### src/rtl/rtc_phantom_pkg.sv
package rtc_phantom_pkg;

    localparam int VAL_W        = 7;
    localparam int REC_BYTES    = 8;
    localparam int UNLOCK_BYTES = 8;
    localparam int UNLOCK_BITS  = UNLOCK_BYTES * 8;
    localparam int REC_BITS     = REC_BYTES * 8;
    localparam int ACC_TOTAL    = 1 + UNLOCK_BITS + REC_BITS;
    localparam int IDX_W        = $clog2(ACC_TOTAL);
    localparam int SLOT_W       = $clog2(REC_BYTES);

    typedef enum logic [1:0] {
        ACC_READ = 2'd0,
        ACC_ZERO = 2'd1,
        ACC_ONE  = 2'd2
    } acc_kind_t;

    typedef enum logic [1:0] {
        SEQ_IDLE,
        SEQ_RUN,
        SEQ_FINISH
    } seq_state_t;

    typedef struct packed {
        logic [VAL_W-1:0] year;
        logic [VAL_W-1:0] month;
        logic [VAL_W-1:0] date;
        logic [VAL_W-1:0] hour;
        logic [VAL_W-1:0] mins;
        logic [VAL_W-1:0] sec;
    } time_rec_t;

    // record slot order on the wire
    localparam logic [SLOT_W-1:0] SLOT_SUBSEC = 3'd0;
    localparam logic [SLOT_W-1:0] SLOT_SEC    = 3'd1;
    localparam logic [SLOT_W-1:0] SLOT_MIN    = 3'd2;
    localparam logic [SLOT_W-1:0] SLOT_HOUR   = 3'd3;
    localparam logic [SLOT_W-1:0] SLOT_DOW    = 3'd4;
    localparam logic [SLOT_W-1:0] SLOT_DATE   = 3'd5;
    localparam logic [SLOT_W-1:0] SLOT_MONTH  = 3'd6;
    localparam logic [SLOT_W-1:0] SLOT_YEAR   = 3'd7;

    // the unlock key repeats a four-byte group twice
    function automatic logic [7:0] unlock_byte(input logic [2:0] n);
        logic [7:0] b;
        case (n[1:0])
            2'd0:    b = 8'hC5;
            2'd1:    b = 8'h3A;
            2'd2:    b = 8'hA3;
            default: b = 8'h5C;
        endcase
        return b;
    endfunction

    function automatic logic [7:0] bin_to_bcd(input logic [VAL_W-1:0] v);
        logic [VAL_W-1:0] tens;
        logic [VAL_W-1:0] ones;
        tens = v / 7'd10;
        ones = v - tens * 7'd10;
        return {tens[3:0], ones[3:0]};
    endfunction

    function automatic logic [VAL_W-1:0] bcd_to_bin(input logic [7:0] b);
        logic [7:0] acc;
        acc = {4'd0, b[7:4]} * 8'd10 + {4'd0, b[3:0]};
        return acc[VAL_W-1:0];
    endfunction

    function automatic logic [7:0] rec_slot_byte(input time_rec_t r, input logic [SLOT_W-1:0] slot);
        logic [7:0] b;
        case (slot)
            SLOT_SEC:   b = bin_to_bcd(r.sec);
            SLOT_MIN:   b = bin_to_bcd(r.mins);
            SLOT_HOUR:  b = bin_to_bcd(r.hour);
            SLOT_DATE:  b = bin_to_bcd(r.date);
            SLOT_MONTH: b = bin_to_bcd(r.month);
            SLOT_YEAR:  b = bin_to_bcd(r.year);
            default:    b = 8'h00;
        endcase
        return b;
    endfunction

endpackage

### src/rtl/rtc_bus_access.sv
module rtc_bus_access
    import rtc_phantom_pkg::*;
#(
    parameter int          ADDR_W    = 16,
    parameter int unsigned BASE_ADDR = 32'h0000FF7C,
    parameter int          SETUP_CYC = 2
) (
    input  logic              clk,
    input  logic              rst,
    input  logic              go,
    input  acc_kind_t         kind,
    input  logic              bus_rbit,
    output logic [ADDR_W-1:0] bus_addr,
    output logic              bus_strobe,
    output logic              acc_done,
    output logic              acc_bit
);

    localparam int LAST_CNT = SETUP_CYC + 1;
    localparam int CNT_W    = $clog2(LAST_CNT + 1);
    localparam logic [ADDR_W-1:0] A_READ = ADDR_W'(BASE_ADDR);
    localparam logic [ADDR_W-1:0] A_ZERO = ADDR_W'(BASE_ADDR - 4);
    localparam logic [ADDR_W-1:0] A_ONE  = ADDR_W'(BASE_ADDR - 3);

    logic             active;
    logic [CNT_W-1:0] cnt;
    acc_kind_t        kind_q;
    logic             at_end;

    assign at_end = active && (cnt == CNT_W'(LAST_CNT));

    always_ff @(posedge clk) begin
        if (rst) begin
            active <= 1'b0;
            cnt    <= '0;
            kind_q <= ACC_READ;
        end else if (go && (!active || at_end)) begin
            active <= 1'b1;
            cnt    <= '0;
            kind_q <= kind;
        end else if (at_end) begin
            active <= 1'b0;
        end else if (active) begin
            cnt <= cnt + 1'b1;
        end
    end

    always_comb begin
        case (kind_q)
            ACC_ZERO: bus_addr = active ? A_ZERO : A_READ;
            ACC_ONE:  bus_addr = active ? A_ONE  : A_READ;
            default:  bus_addr = A_READ;
        endcase
    end

    assign bus_strobe = active && (cnt == CNT_W'(SETUP_CYC));
    assign acc_done   = at_end;
    assign acc_bit    = bus_rbit;

    AST_STROBE_ONE_CYCLE: assert property (@(posedge clk) disable iff (rst)
        bus_strobe |=> !bus_strobe);

    AST_GO_ALIGNED: assert property (@(posedge clk) disable iff (rst)
        go |-> (!active || at_end));

    generate
        if (SETUP_CYC > 0) begin : g_setup_chk
            AST_ADDR_HELD: assert property (@(posedge clk) disable iff (rst)
                bus_strobe |-> $stable(bus_addr));
        end
    endgenerate

endmodule

### src/rtl/rtc_rx_shift.sv
module rtc_rx_shift (
    input  logic       clk,
    input  logic       rst,
    input  logic       clear,
    input  logic       shift_en,
    input  logic       bit_in,
    output logic       byte_valid,
    output logic [7:0] byte_q
);

    logic [7:0] sr;

    always_ff @(posedge clk) begin
        if (rst) begin
            sr         <= 8'h80;
            byte_valid <= 1'b0;
            byte_q     <= 8'h00;
        end else if (clear) begin
            sr         <= 8'h80;
            byte_valid <= 1'b0;
        end else begin
            byte_valid <= 1'b0;
            if (shift_en) begin
                if (sr[0]) begin
                    byte_q     <= {bit_in, sr[7:1]};
                    byte_valid <= 1'b1;
                    sr         <= 8'h80;
                end else begin
                    sr <= {bit_in, sr[7:1]};
                end
            end
        end
    end

    AST_MARKER_KEPT: assert property (@(posedge clk) disable iff (rst)
        sr != 8'h00);

endmodule

### src/rtl/rtc_seq_ctrl.sv
module rtc_seq_ctrl
    import rtc_phantom_pkg::*;
(
    input  logic      clk,
    input  logic      rst,
    input  logic      launch,
    input  logic      launch_write,
    input  time_rec_t tx_in,
    input  logic      acc_done,
    output logic      acc_go,
    output acc_kind_t acc_kind,
    output logic      rx_shift,
    output logic      rx_clear,
    output logic      seq_busy,
    output logic      seq_done
);

    localparam logic [IDX_W-1:0] LAST_IDX  = IDX_W'(ACC_TOTAL - 1);
    localparam logic [IDX_W-1:0] XFER_BASE = IDX_W'(UNLOCK_BITS + 1);

    seq_state_t       state;
    logic [IDX_W-1:0] idx;
    logic             mode_wr;
    time_rec_t        tx_rec;

    logic             last_acc;
    logic [IDX_W-1:0] next_idx;
    logic             next_wr;
    time_rec_t        next_rec;

    function automatic acc_kind_t kind_for(input logic [IDX_W-1:0] i,
                                           input logic wr, input time_rec_t r);
        logic [IDX_W-1:0] u;
        logic [7:0]       byt;
        logic             b;
        u   = '0;
        byt = 8'h00;
        b   = 1'b0;
        if (i == '0) return ACC_READ;
        if (i < XFER_BASE) begin
            u   = i - 1'b1;
            byt = unlock_byte(u[5:3]);
            b   = byt[u[2:0]];
        end else begin
            if (!wr) return ACC_READ;
            u   = i - XFER_BASE;
            byt = rec_slot_byte(r, u[5:3]);
            b   = byt[u[2:0]];
        end
        return b ? ACC_ONE : ACC_ZERO;
    endfunction

    assign last_acc = (idx == LAST_IDX);
    assign next_idx = (state == SEQ_IDLE) ? '0 : idx + 1'b1;
    assign next_wr  = (state == SEQ_IDLE) ? launch_write : mode_wr;
    assign next_rec = (state == SEQ_IDLE) ? tx_in : tx_rec;

    assign acc_kind = kind_for(next_idx, next_wr, next_rec);
    assign acc_go   = ((state == SEQ_IDLE) && launch) ||
                      ((state == SEQ_RUN) && acc_done && !last_acc);
    assign rx_shift = (state == SEQ_RUN) && acc_done && !mode_wr && (idx >= XFER_BASE);
    assign rx_clear = (state == SEQ_IDLE) && launch;
    assign seq_busy = (state != SEQ_IDLE);

    always_ff @(posedge clk) begin
        if (rst) begin
            state    <= SEQ_IDLE;
            idx      <= '0;
            mode_wr  <= 1'b0;
            tx_rec   <= '0;
            seq_done <= 1'b0;
        end else begin
            seq_done <= 1'b0;
            case (state)
                SEQ_IDLE: begin
                    if (launch) begin
                        state   <= SEQ_RUN;
                        idx     <= '0;
                        mode_wr <= launch_write;
                        tx_rec  <= tx_in;
                    end
                end
                SEQ_RUN: begin
                    if (acc_done) begin
                        if (last_acc) state <= SEQ_FINISH;
                        else          idx   <= idx + 1'b1;
                    end
                end
                default: begin
                    state    <= SEQ_IDLE;
                    seq_done <= 1'b1;
                end
            endcase
        end
    end

    AST_DONE_ONE_CYCLE: assert property (@(posedge clk) disable iff (rst)
        seq_done |=> !seq_done);

    AST_IDX_BOUND: assert property (@(posedge clk) disable iff (rst)
        idx <= LAST_IDX);

endmodule

### src/rtl/rtc_phantom_seq.sv
module rtc_phantom_seq
    import rtc_phantom_pkg::*;
#(
    parameter int          ADDR_W    = 16,
    parameter int unsigned BASE_ADDR = 32'h0000FF7C,
    parameter int          SETUP_CYC = 2
) (
    input  logic              clk,
    input  logic              rst,
    input  logic              cmd_start,
    input  logic              cmd_write,
    output logic              cmd_done,
    output logic              busy,
    input  logic              sec_tick,
    input  logic [6:0]        set_sec,
    input  logic [6:0]        set_min,
    input  logic [6:0]        set_hour,
    input  logic [6:0]        set_date,
    input  logic [6:0]        set_month,
    input  logic [6:0]        set_year,
    output logic [6:0]        time_sec,
    output logic [6:0]        time_min,
    output logic [6:0]        time_hour,
    output logic [6:0]        time_date,
    output logic [6:0]        time_month,
    output logic [6:0]        time_year,
    output logic [ADDR_W-1:0] bus_addr,
    output logic              bus_strobe,
    input  logic              bus_rbit
);

    localparam logic [VAL_W-1:0] SEC_LAST = 7'd59;

    time_rec_t         cur;
    time_rec_t         set_rec;
    logic              pend_sync;
    logic              launch;
    logic              launch_wr;
    logic              seq_busy;
    logic              seq_done;
    logic              acc_go;
    acc_kind_t         acc_kind;
    logic              acc_done;
    logic              acc_bit;
    logic              rx_shift;
    logic              rx_clear;
    logic              rx_valid;
    logic [7:0]        rx_byte;
    logic [SLOT_W-1:0] rx_slot;
    logic [VAL_W-1:0]  rx_bin;

    assign set_rec   = '{year: set_year, month: set_month, date: set_date,
                         hour: set_hour, mins: set_min, sec: set_sec};
    assign launch    = !seq_busy && (pend_sync || cmd_start);
    assign launch_wr = !pend_sync && cmd_write;
    assign rx_bin    = bcd_to_bin(rx_byte);

    rtc_seq_ctrl u_ctrl (
        .clk          (clk),
        .rst          (rst),
        .launch       (launch),
        .launch_write (launch_wr),
        .tx_in        (set_rec),
        .acc_done     (acc_done),
        .acc_go       (acc_go),
        .acc_kind     (acc_kind),
        .rx_shift     (rx_shift),
        .rx_clear     (rx_clear),
        .seq_busy     (seq_busy),
        .seq_done     (seq_done)
    );

    rtc_bus_access #(
        .ADDR_W    (ADDR_W),
        .BASE_ADDR (BASE_ADDR),
        .SETUP_CYC (SETUP_CYC)
    ) u_access (
        .clk        (clk),
        .rst        (rst),
        .go         (acc_go),
        .kind       (acc_kind),
        .bus_rbit   (bus_rbit),
        .bus_addr   (bus_addr),
        .bus_strobe (bus_strobe),
        .acc_done   (acc_done),
        .acc_bit    (acc_bit)
    );

    rtc_rx_shift u_rx (
        .clk        (clk),
        .rst        (rst),
        .clear      (rx_clear),
        .shift_en   (rx_shift),
        .bit_in     (acc_bit),
        .byte_valid (rx_valid),
        .byte_q     (rx_byte)
    );

    always_ff @(posedge clk) begin
        if (rst) begin
            cur       <= '0;
            pend_sync <= 1'b1;
            rx_slot   <= '0;
        end else begin
            if (launch) pend_sync <= 1'b0;
            if (sec_tick) begin
                if (cur.sec >= SEC_LAST) pend_sync <= 1'b1;
                else                     cur.sec   <= cur.sec + 1'b1;
            end
            if (launch && launch_wr) cur <= set_rec;

            if (rx_clear)      rx_slot <= '0;
            else if (rx_valid) rx_slot <= rx_slot + 1'b1;

            if (rx_valid) begin
                case (rx_slot)
                    SLOT_SEC:   cur.sec   <= rx_bin;
                    SLOT_MIN:   cur.mins  <= rx_bin;
                    SLOT_HOUR:  cur.hour  <= rx_bin;
                    SLOT_DATE:  cur.date  <= rx_bin;
                    SLOT_MONTH: cur.month <= rx_bin;
                    SLOT_YEAR:  cur.year  <= rx_bin;
                    default: ;
                endcase
            end
        end
    end

    assign busy       = seq_busy;
    assign cmd_done   = seq_done;
    assign time_sec   = cur.sec;
    assign time_min   = cur.mins;
    assign time_hour  = cur.hour;
    assign time_date  = cur.date;
    assign time_month = cur.month;
    assign time_year  = cur.year;

    AST_STROBE_IN_BUSY: assert property (@(posedge clk) disable iff (rst)
        bus_strobe |-> busy);

    AST_SYNC_LAUNCH: assert property (@(posedge clk) disable iff (rst)
        (pend_sync && !busy) |=> busy);

    AST_DONE_ENDS_BUSY: assert property (@(posedge clk) disable iff (rst)
        cmd_done |-> ($past(busy) && !busy));

endmodule

### config.mk
export PLATFORM = sky130hd
export DESIGN_NAME = rtc_phantom_seq
export DESIGN_NICKNAME = d
export VERILOG_FILES = /design/src/rtl/rtc_phantom_pkg.sv /design/src/rtl/rtc_bus_access.sv /design/src/rtl/rtc_rx_shift.sv /design/src/rtl/rtc_seq_ctrl.sv /design/src/rtl/rtc_phantom_seq.sv
export SDC_FILE = /design/constraint.sdc
export NUM_CORES = 1
export LEC_CHECK = 0
export CAP_MARGIN = 10
export CORE_MARGIN = 3
export CORE_UTILIZATION = 50
export DETAILED_ROUTE_END_ITERATION = 10
export DONT_BUFFER_PORTS = 1
export MAX_ROUTING_LAYER = met4
export REMOVE_ABC_BUFFERS = 1
export SYNTH_ARGS = -nofsm -noshare
export SYNTH_HDL_FRONTEND = slang
export SYNTH_SLANG_ARGS = --single-unit
### constraint.sdc
create_clock -name clk -period 7.35 [get_ports clk]
set_clock_uncertainty 0.15 [all_clocks]
set_input_delay 0.3675 -clock clk [delete_from_list [all_inputs] [get_ports clk]]
set_output_delay 0.3675 -clock clk [all_outputs]
set_load 0.02 [all_outputs]
-- Word-level counts from Yosys, hierarchy flattened
Index checks and enable logic that the tools add are counted.
- reduce and logical (&&, ||, !) cells: 34
- mux-type cells: 59
- add/subtract/negate cells: 13
- order comparisons: 5
- div/mod/pow operators: 6
- equal/unequal tests: 24
- bitwise operators: 3
- multiply operators: 7
- operator list (operator ; number):
    $mux 42 ; 3
    $mux 8 ; 10
    $mux 7 ; 8
    $pmux 8 s6 ; 1
    $div 7x4->7 const B ; 6
    $mul 7x3->3 const B ; 6
    $pmux 16 s2 ; 1
    $pmux 8 s3 ; 1
    $sub 4x4->4 ; 6
    $mux 1 ; 20
    $eq 3x3->1 const B ; 6
    $mux 2 ; 9
    $pmux 8 s2 ; 1
    $eq 3x2->1 const B ; 4
    $logic_and 1x1->1 ; 11
    $add 8x1->8 const B ; 1
    $eq 2x2->1 const B ; 4
    $eq 8x8->1 const B ; 1
    $ge 8x7->1 const B ; 1
    $logic_not 8->1 ; 1
    $lt 3x4->1 const B ; 2
    $lt 8x7->1 const B ; 1
    $add 7x1->7 const B ; 1
    $add 7x4->7 ; 1
    other kinds (23) ; 45
- input port bits: 48
- flip-flop bits (word level): 122
- word-level logic and storage cells: 175
- output and inout bits: 61

-- Longest topological paths before layout
- depth in word-level cells: 17
- mapped depth: 27
- gate-level depth less buffers: 24

-- Hierarchy
Synthesis repeated with hierarchy kept, for this count alone.
- cell total of the unflattened synthesis: 1224
- area total of the unflattened synthesis: 9469.1 um^2
- modules (own cells, without submodules) (module ; sequential area each (um^2) ; area an instance (um^2) ; cells each ; instances):
    rtc_seq_ctrl ; 1081.0 ; 5820.6 ; 792 ; 1
    rtc_phantom_seq ; 920.9 ; 2507.4 ; 309 ; 1
    rtc_rx_shift ; 340.3 ; 733.2 ; 75 ; 1
    rtc_bus_access ; 100.1 ; 407.9 ; 48 ; 1

-- Worst setup path after synthesis
Ideal clock, no wire load.
- path type: reg-to-reg
- from: reg u_ctrl.state[1]
- to: reg u_access.kind_q[1]
- slack: 2.276 ns
- setup time: 0.073 ns
- required time: 7.127 ns
- arrival: 4.851 ns
- period minus slack after synthesis: 5.074 ns
- cell stages (with the launch flop): 28
- buffers on the path: 6
- path through: dfxtp_1 nor2_2 buf_6 buf_6 buf_4 buf_2 buf_2 buf_2 nand2_1 nand2_1 ha_1 inv_1 o21ai_0 a221oi_4 ha_1 o211a_1 nor2_1 a211oi_1 o31ai_2 a31o_2 ha_1 fa_1 nor4_1 nor2_1 nand4b_1 o21ai_2 a211o_1 o211ai_2
- cells in the longest elaborated chain, start to end: 17
- elaborated cells between the ends (all ways): 70
- classes of those cells: add/sub (8); mul (6); div (6); order compare (1); eq/ne (9); mux (29); reduce/logical (11)
- ends and longest elaborated chain (item ; line ; source):
    start: declaration ; rtc_seq_ctrl.sv:21 ; seq_state_t state;
    start signal: assignment ; rtc_seq_ctrl.sv:67 ; state <= SEQ_IDLE;
    start signal: assignment ; rtc_seq_ctrl.sv:77 ; state <= SEQ_RUN;
    start signal: assignment ; rtc_seq_ctrl.sv:85 ; if (last_acc) state <= SEQ_FINISH;
    $logic_not 2->1 ; - ;
    $mux 42 ; rtc_seq_ctrl.sv:56 ; assign next_rec = (state == SEQ_IDLE) ? tx_in : tx_rec;
    $div 7x4->7 ; rtc_phantom_pkg.sv:58 ; tens = v / 7'd10;
    $mul 7x3->3 ; rtc_phantom_pkg.sv:59 ; ones = v - tens * 7'd10;
    $sub 4x4->4 ; rtc_phantom_pkg.sv:59 ;
    $pmux 8 s6 ; rtc_phantom_pkg.sv:71 ; case (slot)
    $mux 8 ; rtc_seq_ctrl.sv:46 ; u = i - XFER_BASE;
    $mux 8 (2 in a row) ; rtc_seq_ctrl.sv:40 ; if (i < XFER_BASE) begin
    $bmux 1 s3 ; rtc_seq_ctrl.sv:48 ; b = byt[u[2:0]];
    $mux 1 (not written as such) ; rtc_seq_ctrl.sv:48 ;
    $mux 1 ; rtc_seq_ctrl.sv:46 ;
    $mux 1 (2 in a row) ; rtc_seq_ctrl.sv:40 ;
    $mux 2 (2 in a row) ; rtc_seq_ctrl.sv:50 ; return b ? ACC_ONE : ACC_ZERO;
    $mux 2 ; rtc_seq_ctrl.sv:40 ;
    end signal: assignment ; rtc_bus_access.sv:40 ; kind_q <= kind;
    end: declaration ; rtc_bus_access.sv:27 ; acc_kind_t kind_q;
Several ways; a longest one is shown, not always the timed one. The select of a mux whose other input is x is not followed.
A chain may end at the register's enable or synchronous reset.

-- Final worst setup path
Same ends and word-level chain as after synthesis.

==> impl_metrics.yaml <==
outcome:
  status: "completed"
setup_path:
  end_kind: "flop"
  arrival_ns: 6.27
  r2r-start: "u_ctrl.state[1]$_SDFFE_PP0P_"
  crit_end: "u_access.kind_q[1]$_SDFFE_PP0P_"
  startpoint: "u_ctrl.state[1]$_SDFFE_PP0P_"
  timing_worst_setup_path_type: "reg -> reg"
  reg2regPathDepth: 24
  r2r_slack_ns: 1.29
  crit_slowest_cell: "nor2_4"
  r2r_end: "u_access.kind_q[1]$_SDFFE_PP0P_"
  max_stage_delay_ns: 0.70
  start_kind: "flop"
  required_ns: 7.56
  crit_path_frequent_cell: "ha_1"
  path_cells: "nor2_4 -> inv_2 -> a31oi_2 -> nand2_1 -> and3_1 -> inv_1 -> ha_1 -> inv_1 -> o21ai_0 -> a221oi_4 -> ha_1 -> o211a_1 -> nor2_1 -> a211oi_1 -> o31ai_2 -> a31o_2 -> ha_1 -> fa_1 -> nor4_1 -> nor2_1 -> nand4b_1 -> o21ai_2 -> a211o_1 -> o211ai_2"
  critPathMaxFanout: 31
power:
  p_switching_uw: 770
  pwr_density_cell_nw_per_um2: 211
  leakagePower_nw: 4.37
  peakVddDrop_v: 0.000173
  combPwrFrac: 0.286
  switching_share: 0.347
  clkPwrFrac: 0.379
  internal_power_mw: 1.45
  seq_power_share: 0.335
logic_synthesis:
  yosysUniqueCellTypes: 95
  async_flop_share: 0
  yosys.area.top_type_share: 0.258
  yosys.area.top_type: "dfxtp_1"
  synthCells: 1202
  synth_most_common_cell: "nand2_1"
  synth_commonest_cells: "nand2_1, dfxtp_1, nor2_1"
  ys_seq_area_frac: 0.258
  synth_area_leaders: "dfxtp_1, mux2i_1, nand2_1"
  syn_area_um2: 9460
  ys.flop_type: "dfxtp_1"
  synth_edf_count: 0
  synth-seq-cells: 122
  ys.warnings.count: 0
  syn_area_per_cell_um2: 7.87
detailed_routing:
  vias_per_cell: 6.02
  drc: 0
  dr.first_iter.drc_count: 672
  vias: 8700
  drt_wl_total_um: 27200
  routedWlPerCell_um: 18.8
  dr.pass1.iters: 6
  final_antenna_net_count: 0
die:
  die_h_um: 144
  rows: 49
  die_area_um2: 20600
  die_width_um: 144
  core_um2: 18300
  ioPinCount: 109
  start_util: 0.518
timing:
  fmax_ghz: 0.165
  tightest_slew_ns: 1.12
  rsz0062_at_grt: "no"
  whs_ns: 0.0242
  final.setup.tns_ns: 0
  finalCriticalPeriod_ns: 6.06
  fin_crit_sh: 0.824
  slew_headroom: 0.251
  hold_violations: 0
  setup_viol: 0
  drv_slew: 0
finish:
  layoutNonFillerInstCount: 1444
  drive_gt1_frac: 0.0782
  multiInputGateArea_um2: 6440
  final_area_um2: 10500
  regArea_um2: 2440
  fill_cells: 1718
  antenna_cells: 0
  final_util: 0.575
  fin_nets: 1300
  syn2layout_area_growth_pct: 11.1
clock_tree:
  cts_buffers: 17
  cts_root_buf: "clkbuf_16"
  htree_levels: 4
  cts.sinks: 122
  ctsResizeCount: 0
  clockBufferDepth: 2
  clkLatencyLatePin_ns: 0.43
  cts_tree: "done"
  cts_setup_buffers: 0
  path_clk_slew_ns: 0.07
grt:
  grt_pass1_vias: 8291
  grt_pass1_wl_um: 44000
  grt_max_degree: 106
  antenna_found_initial: 0
  gr-total-overflow: 0
  grt_util_all_layers: 0.276
placed_design:
  dpl_cell_area_um2: 9450
  gp_congestion: 0.868
  dp.cells: 1366
  dp_hpwl_um: 18500
  port_buffers: 0
flow_run:
  max_cap_viol_count: 0
hold_path:
  hold_path.class: "in -> reg"
[how the worst min path moves through the flow]
stage,from,endpoint,slack [ns],depth (start not counted)
after floorplan,u_ctrl.tx_rec[29]$_SDFFE_PP0P_,u_ctrl.tx_rec[29]$_SDFFE_PP0P_,0.28,2
after global placement,u_ctrl.tx_rec[16]$_SDFFE_PP0P_,u_ctrl.tx_rec[16]$_SDFFE_PP0P_,0.29,2
after detailed placement,u_ctrl.tx_rec[2]$_SDFFE_PP0P_,u_ctrl.tx_rec[2]$_SDFFE_PP0P_,0.29,2
after CTS,set_min[6],time_min[6]$_SDFF_PP0_,0.02,2
after global routing,set_year[4],time_year[4]$_SDFF_PP0_,0.03,2
final,set_min[6],time_min[6]$_SDFF_PP0_,0.02,2
[kinds of logic (layout without fill, tap and decap cells)]
| kind of cell | after synthesis | after routing | share of synthesized area |
|---|---|---|---|
| other cells | 2 | 14 | 0.000794 |
| buf+inv | 139 | 140 | 0.0688 |
| mux | 89 | 89 | 0.0982 |
| simple gates | 406 | 406 | 0.208 |
| flops | 122 | 122 | 0.258 |
| fa+ha+maj | 51 | 51 | 0.0735 |
| xor+xnor | 38 | 38 | 0.0394 |
| compound gates | 355 | 355 | 0.253 |
[metrics by stage]
step	total power [mW]	worst slack (ns)
after floorplan	1.22	-0.746
after global placement	1.35	1.52
after detailed placement	1.36	1.40
after CTS	2.23	1.37
after global routing	2.35	0.853
final	2.22	1.29
[layout make-up]
class | instances | area share
clock inverters | 13 | 0.0126
clock buffers | 19 | 0.0431
multi-input cells | 953 | 0.612
repair buffers | 59 | 0.0547
inverters | 49 | 0.0175
flip-flops and latches | 122 | 0.232
well taps | 229 | 0.0273
[power by group through the flow]
stage	clock (mW)	combinational (mW)	sequential (mW)
after CTS	0.854	0.633	0.744
after global routing	0.888	0.714	0.749
after floorplan	0	0.473	0.751
after detailed placement	0	0.597	0.758
after global placement	0	0.595	0.758
final	0.841	0.637	0.745
[worst max-delay path, delay by kind of cell (launching register included)]
kind | cells | cell delay (ns)
buffers and inverters | 3 | 0.51
AOI/OAI and AO/OA | 10 | 2.28
DFF | 1 | 0.33
adders and majority gates | 4 | 1.10
and+or+nand+nor | 7 | 1.61
[layout by cell type (no fill, tap or decap), drive strengths merged, types with 20 or more instances in the layout]
cell         Yosys  routed
nand2          158     158
dfxtp          122     122
nor2           111     111
a21oi          101     101
mux2i           73      73
o21ai           65      65
inv             49      56
a211oi          47      47
dlygate4sd3      0      45
ha              42      42
xnor2           24      24
o211ai          23      23
a31oi           20      20
[flip-flops by register name, summed over array words and instances (netlist names), 3 cells and up]
signal / cells
time_date: 7
u_rx.byte_q: 8
time_hour: 7
u_ctrl.tx_rec: 42
u_ctrl.idx: 8
rx_slot: 3
u_rx.sr: 8
time_min: 7
time_year: 7
time_sec: 7
time_month: 7
[per-layer routing]
layer / wire, um / GRT usage
met5: 0 / -
met4: 299 / 0.0669
met3: 1410 / 0.0403
met2: 12500 / 0.434
met1: 13000 / 0.376
[timing repair]
action / CTS / global route
hold buffers: 46 / 0
endpoints found under the setup margin: 0 / 0
hold endpoints to repair: 106 / 0
Note: power is estimated with default switching activity, not from simulation.
